`config.mk`:
```
export PLATFORM = sky130hd
export DESIGN_NAME = sdram_cmd_tracker
export DESIGN_NICKNAME = d
export VERILOG_FILES = /design/src/rtl/sdram_trk_pkg.sv /design/src/rtl/sdram_cmd_decode.sv /design/src/rtl/sdram_bank_slot.sv /design/src/rtl/sdram_pwr_ctrl.sv /design/src/rtl/sdram_cmd_tracker.sv
export SDC_FILE = /design/constraint.sdc
export NUM_CORES = 1
export LEC_CHECK = 0
export BUFFER_PORTS_ARGS = -buffer_cell sky130_fd_sc_hd__buf_4
export CAP_MARGIN = 20
export CORE_MARGIN = 3
export CORE_UTILIZATION = 30
export CTS_BUF_LIST = sky130_fd_sc_hd__clkbuf_4
export CTS_CLUSTER_SIZE = 12
export DETAILED_ROUTE_END_ITERATION = 6
export GPL_TIMING_DRIVEN = 0
export PLACE_DENSITY = 0.54
export SETUP_SLACK_MARGIN = 0.5
export SYNTH_ARGS = -nofsm -noshare
export SYNTH_HDL_FRONTEND = slang
export SYNTH_HIERARCHICAL = 1
export SYNTH_SLANG_ARGS = --single-unit
export TNS_END_PERCENT = 20
```
`constraint.sdc`:
```
create_clock -name clk -period 12.4 [get_ports clk]
set_clock_uncertainty 0.2 [all_clocks]
set_input_delay 1.24 -clock clk [delete_from_list [all_inputs] [get_ports clk]]
set_output_delay 1.24 -clock clk [all_outputs]
set_load 0.03 [all_outputs]
```
`src/rtl/sdram_trk_pkg.sv`:
```
package sdram_trk_pkg;

  typedef enum logic [3:0] {
    CMD_DESEL = 4'd0,
    CMD_NOP   = 4'd1,
    CMD_ACT   = 4'd2,
    CMD_RD    = 4'd3,
    CMD_WR    = 4'd4,
    CMD_PRE   = 4'd5,
    CMD_PREA  = 4'd6,
    CMD_AREF  = 4'd7,
    CMD_SREF  = 4'd8,
    CMD_MRS   = 4'd9,
    CMD_BST   = 4'd10,
    CMD_LOWP  = 4'd11
  } cmd_e;

  typedef enum logic [1:0] {
    PWR_NORM = 2'd0,
    PWR_SELF = 2'd1,
    PWR_PDN  = 2'd2,
    PWR_SUSP = 2'd3
  } pwr_e;

  typedef enum logic [1:0] {
    BK_IDLE = 2'd0,
    BK_OPEN = 2'd1,
    BK_REC  = 2'd2
  } bank_e;

  // beats of a burst from the length code; 0 stands for full page
  function automatic logic [3:0] burst_beats(input logic [2:0] code);
    case (code)
      3'd0:    return 4'd1;
      3'd1:    return 4'd2;
      3'd2:    return 4'd4;
      3'd3:    return 4'd8;
      3'd7:    return 4'd0;
      default: return 4'd1;
    endcase
  endfunction

  // edges a bank stays in recovery after an auto-precharge access
  function automatic int unsigned lockout_edges(input logic [3:0] beats, input logic is_wr,
                                                input int unsigned twr, input int unsigned trp);
    return (int'(beats) - 1) + (is_wr ? twr : 0) + trp;
  endfunction

endpackage

```
`src/rtl/sdram_cmd_decode.sv`:
```
module sdram_cmd_decode
  import sdram_trk_pkg::*;
(
  input  logic cke_prev,
  input  logic cke,
  input  logic cs_n,
  input  logic ras_n,
  input  logic cas_n,
  input  logic we_n,
  input  logic all_bank,
  output cmd_e cmd
);
  logic [2:0] strobes;
  cmd_e       raw;

  assign strobes = {ras_n, cas_n, we_n};

  always_comb begin
    case (strobes)
      3'b000:  raw = CMD_MRS;
      3'b001:  raw = cke ? CMD_AREF : CMD_SREF;
      3'b010:  raw = all_bank ? CMD_PREA : CMD_PRE;
      3'b011:  raw = CMD_ACT;
      3'b100:  raw = CMD_WR;
      3'b101:  raw = CMD_RD;
      3'b110:  raw = CMD_BST;
      default: raw = CMD_NOP;
    endcase
    if (!cke_prev)
      cmd = CMD_LOWP;
    else if (!cke)
      cmd = (!cs_n && raw == CMD_SREF) ? CMD_SREF : CMD_LOWP;
    else if (cs_n)
      cmd = CMD_DESEL;
    else
      cmd = raw;
  end
endmodule

```
`src/rtl/sdram_bank_slot.sv`:
```
module sdram_bank_slot
  import sdram_trk_pkg::*;
#(
  parameter int CNT_W = 4
) (
  input  logic             clk,
  input  logic             rst_n,
  input  logic             open_i,
  input  logic             close_i,
  input  logic             arm_i,
  input  logic [CNT_W-1:0] arm_len_i,
  output bank_e            state_o
);
  bank_e            st_q;
  logic [CNT_W-1:0] cnt_q;

  always_ff @(posedge clk) begin
    if (!rst_n) begin
      st_q  <= BK_IDLE;
      cnt_q <= '0;
    end else if (st_q == BK_REC) begin
      if (cnt_q <= CNT_W'(1)) st_q <= BK_IDLE;
      else                    cnt_q <= cnt_q - CNT_W'(1);
    end else if (arm_i) begin
      st_q  <= BK_REC;
      cnt_q <= arm_len_i;
    end else if (close_i) begin
      st_q <= BK_IDLE;
    end else if (open_i) begin
      st_q <= BK_OPEN;
    end
  end

  assign state_o = st_q;
endmodule

```
`src/rtl/sdram_pwr_ctrl.sv`:
```
module sdram_pwr_ctrl
  import sdram_trk_pkg::*;
(
  input  logic clk,
  input  logic rst_n,
  input  logic cke,
  input  logic sref_go,
  input  logic burst_busy,
  output logic cke_prev,
  output pwr_e pwr
);
  always_ff @(posedge clk) begin
    if (!rst_n) begin
      cke_prev <= 1'b1;
      pwr      <= PWR_NORM;
    end else begin
      cke_prev <= cke;
      if (cke_prev && !cke)
        pwr <= sref_go ? PWR_SELF : (burst_busy ? PWR_SUSP : PWR_PDN);
      else if (!cke_prev && cke)
        pwr <= PWR_NORM;
    end
  end
endmodule

```
`src/rtl/sdram_cmd_tracker.sv`:
```
module sdram_cmd_tracker
  import sdram_trk_pkg::*;
#(
  parameter int NB  = 4,
  parameter int AW  = 11,
  parameter int TWR = 2,
  parameter int TRP = 2,
  localparam int BA_W = $clog2(NB),
  localparam int MR_W = BA_W + AW
) (
  input  logic            clk,
  input  logic            rst_n,
  input  logic            cke,
  input  logic            cs_n,
  input  logic            ras_n,
  input  logic            cas_n,
  input  logic            we_n,
  input  logic [BA_W-1:0] ba,
  input  logic [AW-1:0]   addr,
  output logic [3:0]      cmd_o,
  output logic            cmd_illegal_o,
  output logic [1:0]      pwr_o,
  output logic [2*NB-1:0] bank_state_o,
  output logic [MR_W-1:0] mode_o,
  output logic            burst_busy_o
);
  localparam int AP_BIT  = AW - 1;
  localparam int WS_BIT  = 9;
  localparam int CNT_W   = $clog2(8 + TWR + TRP);
  localparam int LEFT_W  = 4;

  cmd_e            cmd;
  pwr_e            pwr;
  logic            cke_prev;
  bank_e           bk [NB];
  logic            all_idle, any_rec, legal;
  bank_e           tgt;
  logic [MR_W-1:0] mode_q;
  logic            mrs_busy_q;
  logic [LEFT_W-1:0] left_q;
  logic            full_q;
  logic [3:0]      rd_beats, wr_beats, acc_beats;
  logic            ev_act, ev_rd, ev_wr, ev_pre, ev_prea, ev_mrs, ev_sref, ap_go;
  logic [CNT_W-1:0] ap_len;
  cmd_e            cmd_q;
  logic            ill_q;

  sdram_cmd_decode u_dec (
    .cke_prev (cke_prev), .cke (cke), .cs_n (cs_n), .ras_n (ras_n),
    .cas_n (cas_n), .we_n (we_n), .all_bank (addr[AP_BIT]), .cmd (cmd)
  );

  always_comb begin
    all_idle = 1'b1;
    any_rec  = 1'b0;
    for (int i = 0; i < NB; i++) begin
      if (bk[i] != BK_IDLE) all_idle = 1'b0;
      if (bk[i] == BK_REC)  any_rec  = 1'b1;
    end
  end

  assign tgt = bk[ba];

  always_comb begin
    case (cmd)
      CMD_ACT:                   legal = (tgt == BK_IDLE) && !mrs_busy_q;
      CMD_RD, CMD_WR:            legal = (tgt == BK_OPEN) && !mrs_busy_q;
      CMD_PRE:                   legal = (tgt != BK_REC);
      CMD_PREA:                  legal = !any_rec;
      CMD_AREF, CMD_SREF, CMD_MRS: legal = all_idle && !mrs_busy_q;
      default:                   legal = 1'b1;
    endcase
  end

  assign ev_act  = legal && cmd == CMD_ACT;
  assign ev_rd   = legal && cmd == CMD_RD;
  assign ev_wr   = legal && cmd == CMD_WR;
  assign ev_pre  = legal && cmd == CMD_PRE;
  assign ev_prea = legal && cmd == CMD_PREA;
  assign ev_mrs  = legal && cmd == CMD_MRS;
  assign ev_sref = legal && cmd == CMD_SREF;

  assign rd_beats  = burst_beats(mode_q[2:0]);
  assign wr_beats  = mode_q[WS_BIT] ? 4'd1 : rd_beats;
  assign acc_beats = ev_wr ? wr_beats : rd_beats;
  assign ap_go     = (ev_rd || ev_wr) && addr[AP_BIT] && (acc_beats != 4'd0);
  assign ap_len    = CNT_W'(lockout_edges(acc_beats, ev_wr, TWR, TRP));

  for (genvar g = 0; g < NB; g++) begin : g_bank
    sdram_bank_slot #(.CNT_W(CNT_W)) u_slot (
      .clk       (clk),
      .rst_n     (rst_n),
      .open_i    (ev_act && ba == BA_W'(g)),
      .close_i   ((ev_pre && ba == BA_W'(g)) || ev_prea),
      .arm_i     (ap_go && ba == BA_W'(g)),
      .arm_len_i (ap_len),
      .state_o   (bk[g])
    );
    assign bank_state_o[2*g +: 2] = bk[g];
  end

  sdram_pwr_ctrl u_pwr (
    .clk (clk), .rst_n (rst_n), .cke (cke), .sref_go (ev_sref),
    .burst_busy (burst_busy_o), .cke_prev (cke_prev), .pwr (pwr)
  );

  always_ff @(posedge clk) begin
    if (!rst_n) begin
      mode_q     <= '0;
      mrs_busy_q <= 1'b0;
      left_q     <= '0;
      full_q     <= 1'b0;
      cmd_q      <= CMD_DESEL;
      ill_q      <= 1'b0;
    end else begin
      cmd_q      <= cmd;
      ill_q      <= !legal;
      mrs_busy_q <= ev_mrs;
      if (ev_mrs) mode_q <= {ba, addr};
      if (cke_prev && cke) begin
        if (ev_rd || ev_wr) begin
          full_q <= (acc_beats == 4'd0);
          left_q <= (acc_beats == 4'd0) ? '0 : LEFT_W'(acc_beats - 4'd1);
        end else if (cmd == CMD_BST) begin
          full_q <= 1'b0;
          left_q <= '0;
        end else if (left_q != '0) begin
          left_q <= left_q - LEFT_W'(1);
        end
      end
    end
  end

  assign cmd_o         = cmd_q;
  assign cmd_illegal_o = ill_q;
  assign pwr_o         = pwr;
  assign mode_o        = mode_q;
  assign burst_busy_o  = full_q || (left_q != '0);
endmodule

```
==> results.toml <==
[outcome]
status = "complete, no violations"

[worst_setup_path]
setup.worst_path.start_class = "primary input"
worst_setup_path_end_kind = "flop"
critPathMaxFanout = 10
r2r_cells = 14
cp_slowest_cell = "a21oi_1"
critical_path_class = "in2reg"
crit_chain = "buf_4 -> nor4b_2 -> o21ai_1 -> a31o_1 -> buf_2 -> nor2b_1 -> a211oi_2 -> nor3_2 -> a211oi_4 -> nor2_1 -> a21oi_1 -> fa_1 -> xor2_1 -> nor2_1 -> a31o_1 -> a221oi_2"
crit_end = "g_bank[0].u_slot/cnt_q[2]$_SDFFE_PN0P_"
crit_start = "cas_n"
arrival_ns = 5.43
r2r_end = "g_bank[0].u_slot/cnt_q[2]$_SDFFE_PN0P_"
r2r_slack_ns = 7.88
cpPeakStageDelay_ns = 0.69
critPathRequiredTime_ns = 12.52
r2r_start = "u_pwr/cke_prev$_SDFF_PN1_"

[synth]
syn-cell-area_um2 = 3426
syn_nets = 424
synth_cell_type_count = 71
avgSynthCellArea_um2 = 8.762
yosys_warnings = 6
ys.flop_type = "dfxtp_1"
yosysSeqAreaShare_pct = 29.80
synth-seq-cells = 51
syn_inst = 391
async_flop_share_pct = 0
synth_edf_count = 0

[clock_network]
htreeDepth = 2
clock_sinks = 51
clk_pin_slew_ns = 0.16
clk_path_buf_depth = 2
clk_root_buffer_cell = "clkbuf_4"
cts_made_buffers = 5
cts_resized = 0
cts_setup_buffers = 0
cts_tree = "yes"
ctsHoldBuffers = 0
clk_latency_ns = 0.39

[power_and_ir_drop]
ir_worst_vdd_mv = 0.05312
pwr_density_cell_nw_per_um2 = 93.02
power.leakage_nw = 1.450

[drt]
viasPerCell = 5.300
ant_nets = 0
drcViolationCount = 0
vias = 3111
avgRoutedWirePerCell_um = 15.43
wl_um = 9058
drtIter0Drc = 149
first_pass_iters = 5

[placement]
post_dp_cell_area_um2 = 3961
portBuffers = 48
gp_congestion = 0.8273
place_inst = 579
post-dp-hpwl_um = 6620

[finish]
nFillCells = 1127
nNetsFinal = 479
finalNonFillerCells = 587
postLayoutCellArea_um2 = 4038
drive_gt1_share_pct = 24.38
synthToLayoutAreaGrowth_pct = 17.86
final_core_util_pct = 36.76
num_antenna_cells = 0

[global_routing]
antenna_found_initial = 0
globalRouteOverflowTotal = 0
grt_usage_pct = 14.42
grt_pass1_vias = 2988
grt_max_degree = 21
grt_first_pass_wirelength_um = 15220

[die]
start_util_pct = 31.19
die-area_um2 = 12740
row_count = 38
core_um2 = 10980
num_io_pins = 49
die_h_um = 112.9
die_x_um = 112.9

[sta]
worst_pin_slew_ns = 0.8199
final_max_slew_viol_count = 0
relSlewSlack_pct = 45.34
fin_tns_setup_ns = 0
max_freq_mhz = 188.3
fin_crit_sh_pct = 42.83
setup_viol = 0
min_period_ns = 5.311
final-hold-violation-count = 0
hold-worst-slack_ns = 0.3317
rsz0062_at_grt = "no"

[hold_path]
hold_path_class = "reg2reg"

[run]
maxCapViolations = 0
per-stage QoR:
stage	setup slack, ns	total power [mW]
6_report	7.089	0.3756
5_1_grt	6.818	0.3993
4_1_cts	7.077	0.3818
3_5_place_dp	6.632	0.2797
3_3_place_gp	6.739	0.2774
2_1_floorplan	7.640	0.2480
worst max-delay path, delay by kind of cell:
family          cells  cell delay, ns
simple gates        5            0.80
xor+xnor            1            0.48
buf+inv             2            0.34
compound gates      7            2.24
fa+ha+maj           1            0.33
layout by cell type (no fill, tap or decap), types with 6 or more instances in the layout:
master | synthesis | layout
and3_1 | 6 | 6
nor3_1 | 10 | 10
mux2i_1 | 13 | 13
dfxtp_1 | 51 | 51
inv_1 | 24 | 24
nor4_1 | 11 | 11
nand3_1 | 14 | 14
a31oi_1 | 6 | 6
a221oi_2 | 8 | 8
ha_1 | 12 | 12
nand2_1 | 19 | 19
o21ai_0 | 22 | 22
xor2_1 | 6 | 6
and2_1 | 7 | 7
nand2b_1 | 12 | 12
buf_4 | 4 | 52
a21oi_1 | 22 | 22
nor2b_1 | 23 | 23
nor2_1 | 24 | 24
cells by family (layout without fill, tap and decap cells):
kind of cell	Yosys count	in the layout	synth area share [%]
AND/OR/NAND/NOR	152	152	25.53
flip-flops	51	51	29.80
adder cells (fa/ha/maj)	13	13	4.967
XOR/XNOR	6	6	1.534
multiplexers	17	17	5.843
AO/OA/AOI/OAI	115	115	27.32
buffers and inverters	37	93	5.004
state kept, by name, indices dropped and copies added (netlist names):
name	cells
mode_o	13
u_pwr/cke_prev	1
mrs_busy_q	1
g_bank.u_slot/state_o	8
cmd_o	4
full_q	1
u_pwr/pwr	2
g_bank.u_slot/cnt_q	16
cmd_illegal_o	1
left_q	4
routing by layer:
| layer | GRT usage [%] | up-vias | wire length, um |
|---|---|---|---|
| met3 | 2.513 | 10 | 331 |
| met4 | 3.446 | 0 | 97 |
| met5 | 0 | - | 0 |
| met2 | 23.30 | 59 | 4284 |
| met1 | 20.07 | 1475 | 4344 |
| li1 | - | 1567 | - |
worst min path at each step:
stage                                                       from                                endpoint  slack (ns)  depth (start not counted)
final                     g_bank[1].u_slot/cnt_q[0]$_SDFFE_PN0P_  g_bank[1].u_slot/cnt_q[0]$_SDFFE_PN0P_        0.33                          2
after global routing                     mode_o[10]$_SDFFE_PN0P_                 mode_o[10]$_SDFFE_PN0P_        0.36                          2
after CTS                 g_bank[1].u_slot/cnt_q[0]$_SDFFE_PN0P_  g_bank[1].u_slot/cnt_q[0]$_SDFFE_PN0P_        0.33                          2
after detailed placement                 mode_o[10]$_SDFFE_PN0P_                 mode_o[10]$_SDFFE_PN0P_        0.31                          2
after global placement                    mode_o[5]$_SDFFE_PN0P_                  mode_o[5]$_SDFFE_PN0P_        0.30                          2
after floorplan           g_bank[0].u_slot/cnt_q[0]$_SDFFE_PN0P_  g_bank[0].u_slot/cnt_q[0]$_SDFFE_PN0P_        0.29                          2
cell type report:
cell class	count	area [um^2]	share of cell area, %
plain buffers	13	81.33	2.014
clock inverters	3	38.79	0.9606
well taps	140	175.2	4.338
multi-input cells	303	2233	55.31
clock buffers	5	37.54	0.9297
repair buffers	48	360.3	8.925
flip-flops and latches	51	1021	25.29
inverters	24	90.09	2.231
report_power, final:
part,switching [mW],internal (mW)
clock,0.0574,0.0416
sequential,0.00594,0.171
combinational,0.0596,0.0402
Yosys cell counts, types with 4 or more instances:
library cell | instances | area [um^2]
xor2_1 | 6 | 52.55
a311oi_1 | 4 | 35.03
nor4_1 | 11 | 68.82
dfxtp_1 | 51 | 1021
and3_1 | 6 | 37.54
nand2b_1 | 12 | 75.07
nor3_1 | 10 | 50.05
mux2i_1 | 13 | 130.1
nor2b_1 | 23 | 143.9
a31o_1 | 5 | 43.79
o31a_2 | 4 | 40.04
buf_2 | 4 | 20.02
o21ai_1 | 4 | 20.02
o22ai_1 | 4 | 25.02
a21oi_1 | 22 | 110.1
nand2_1 | 19 | 71.32
a31oi_1 | 6 | 37.54
o22a_2 | 4 | 40.04
ha_1 | 12 | 150.1
o21ai_0 | 22 | 110.1
buf_4 | 4 | 30.03
nand3_1 | 14 | 70.07
a221oi_2 | 8 | 120.1
o31ai_4 | 4 | 85.08
and2_1 | 7 | 43.79
inv_1 | 24 | 90.09
nor2_1 | 24 | 90.09
Power figures use the tool's default switching activity.
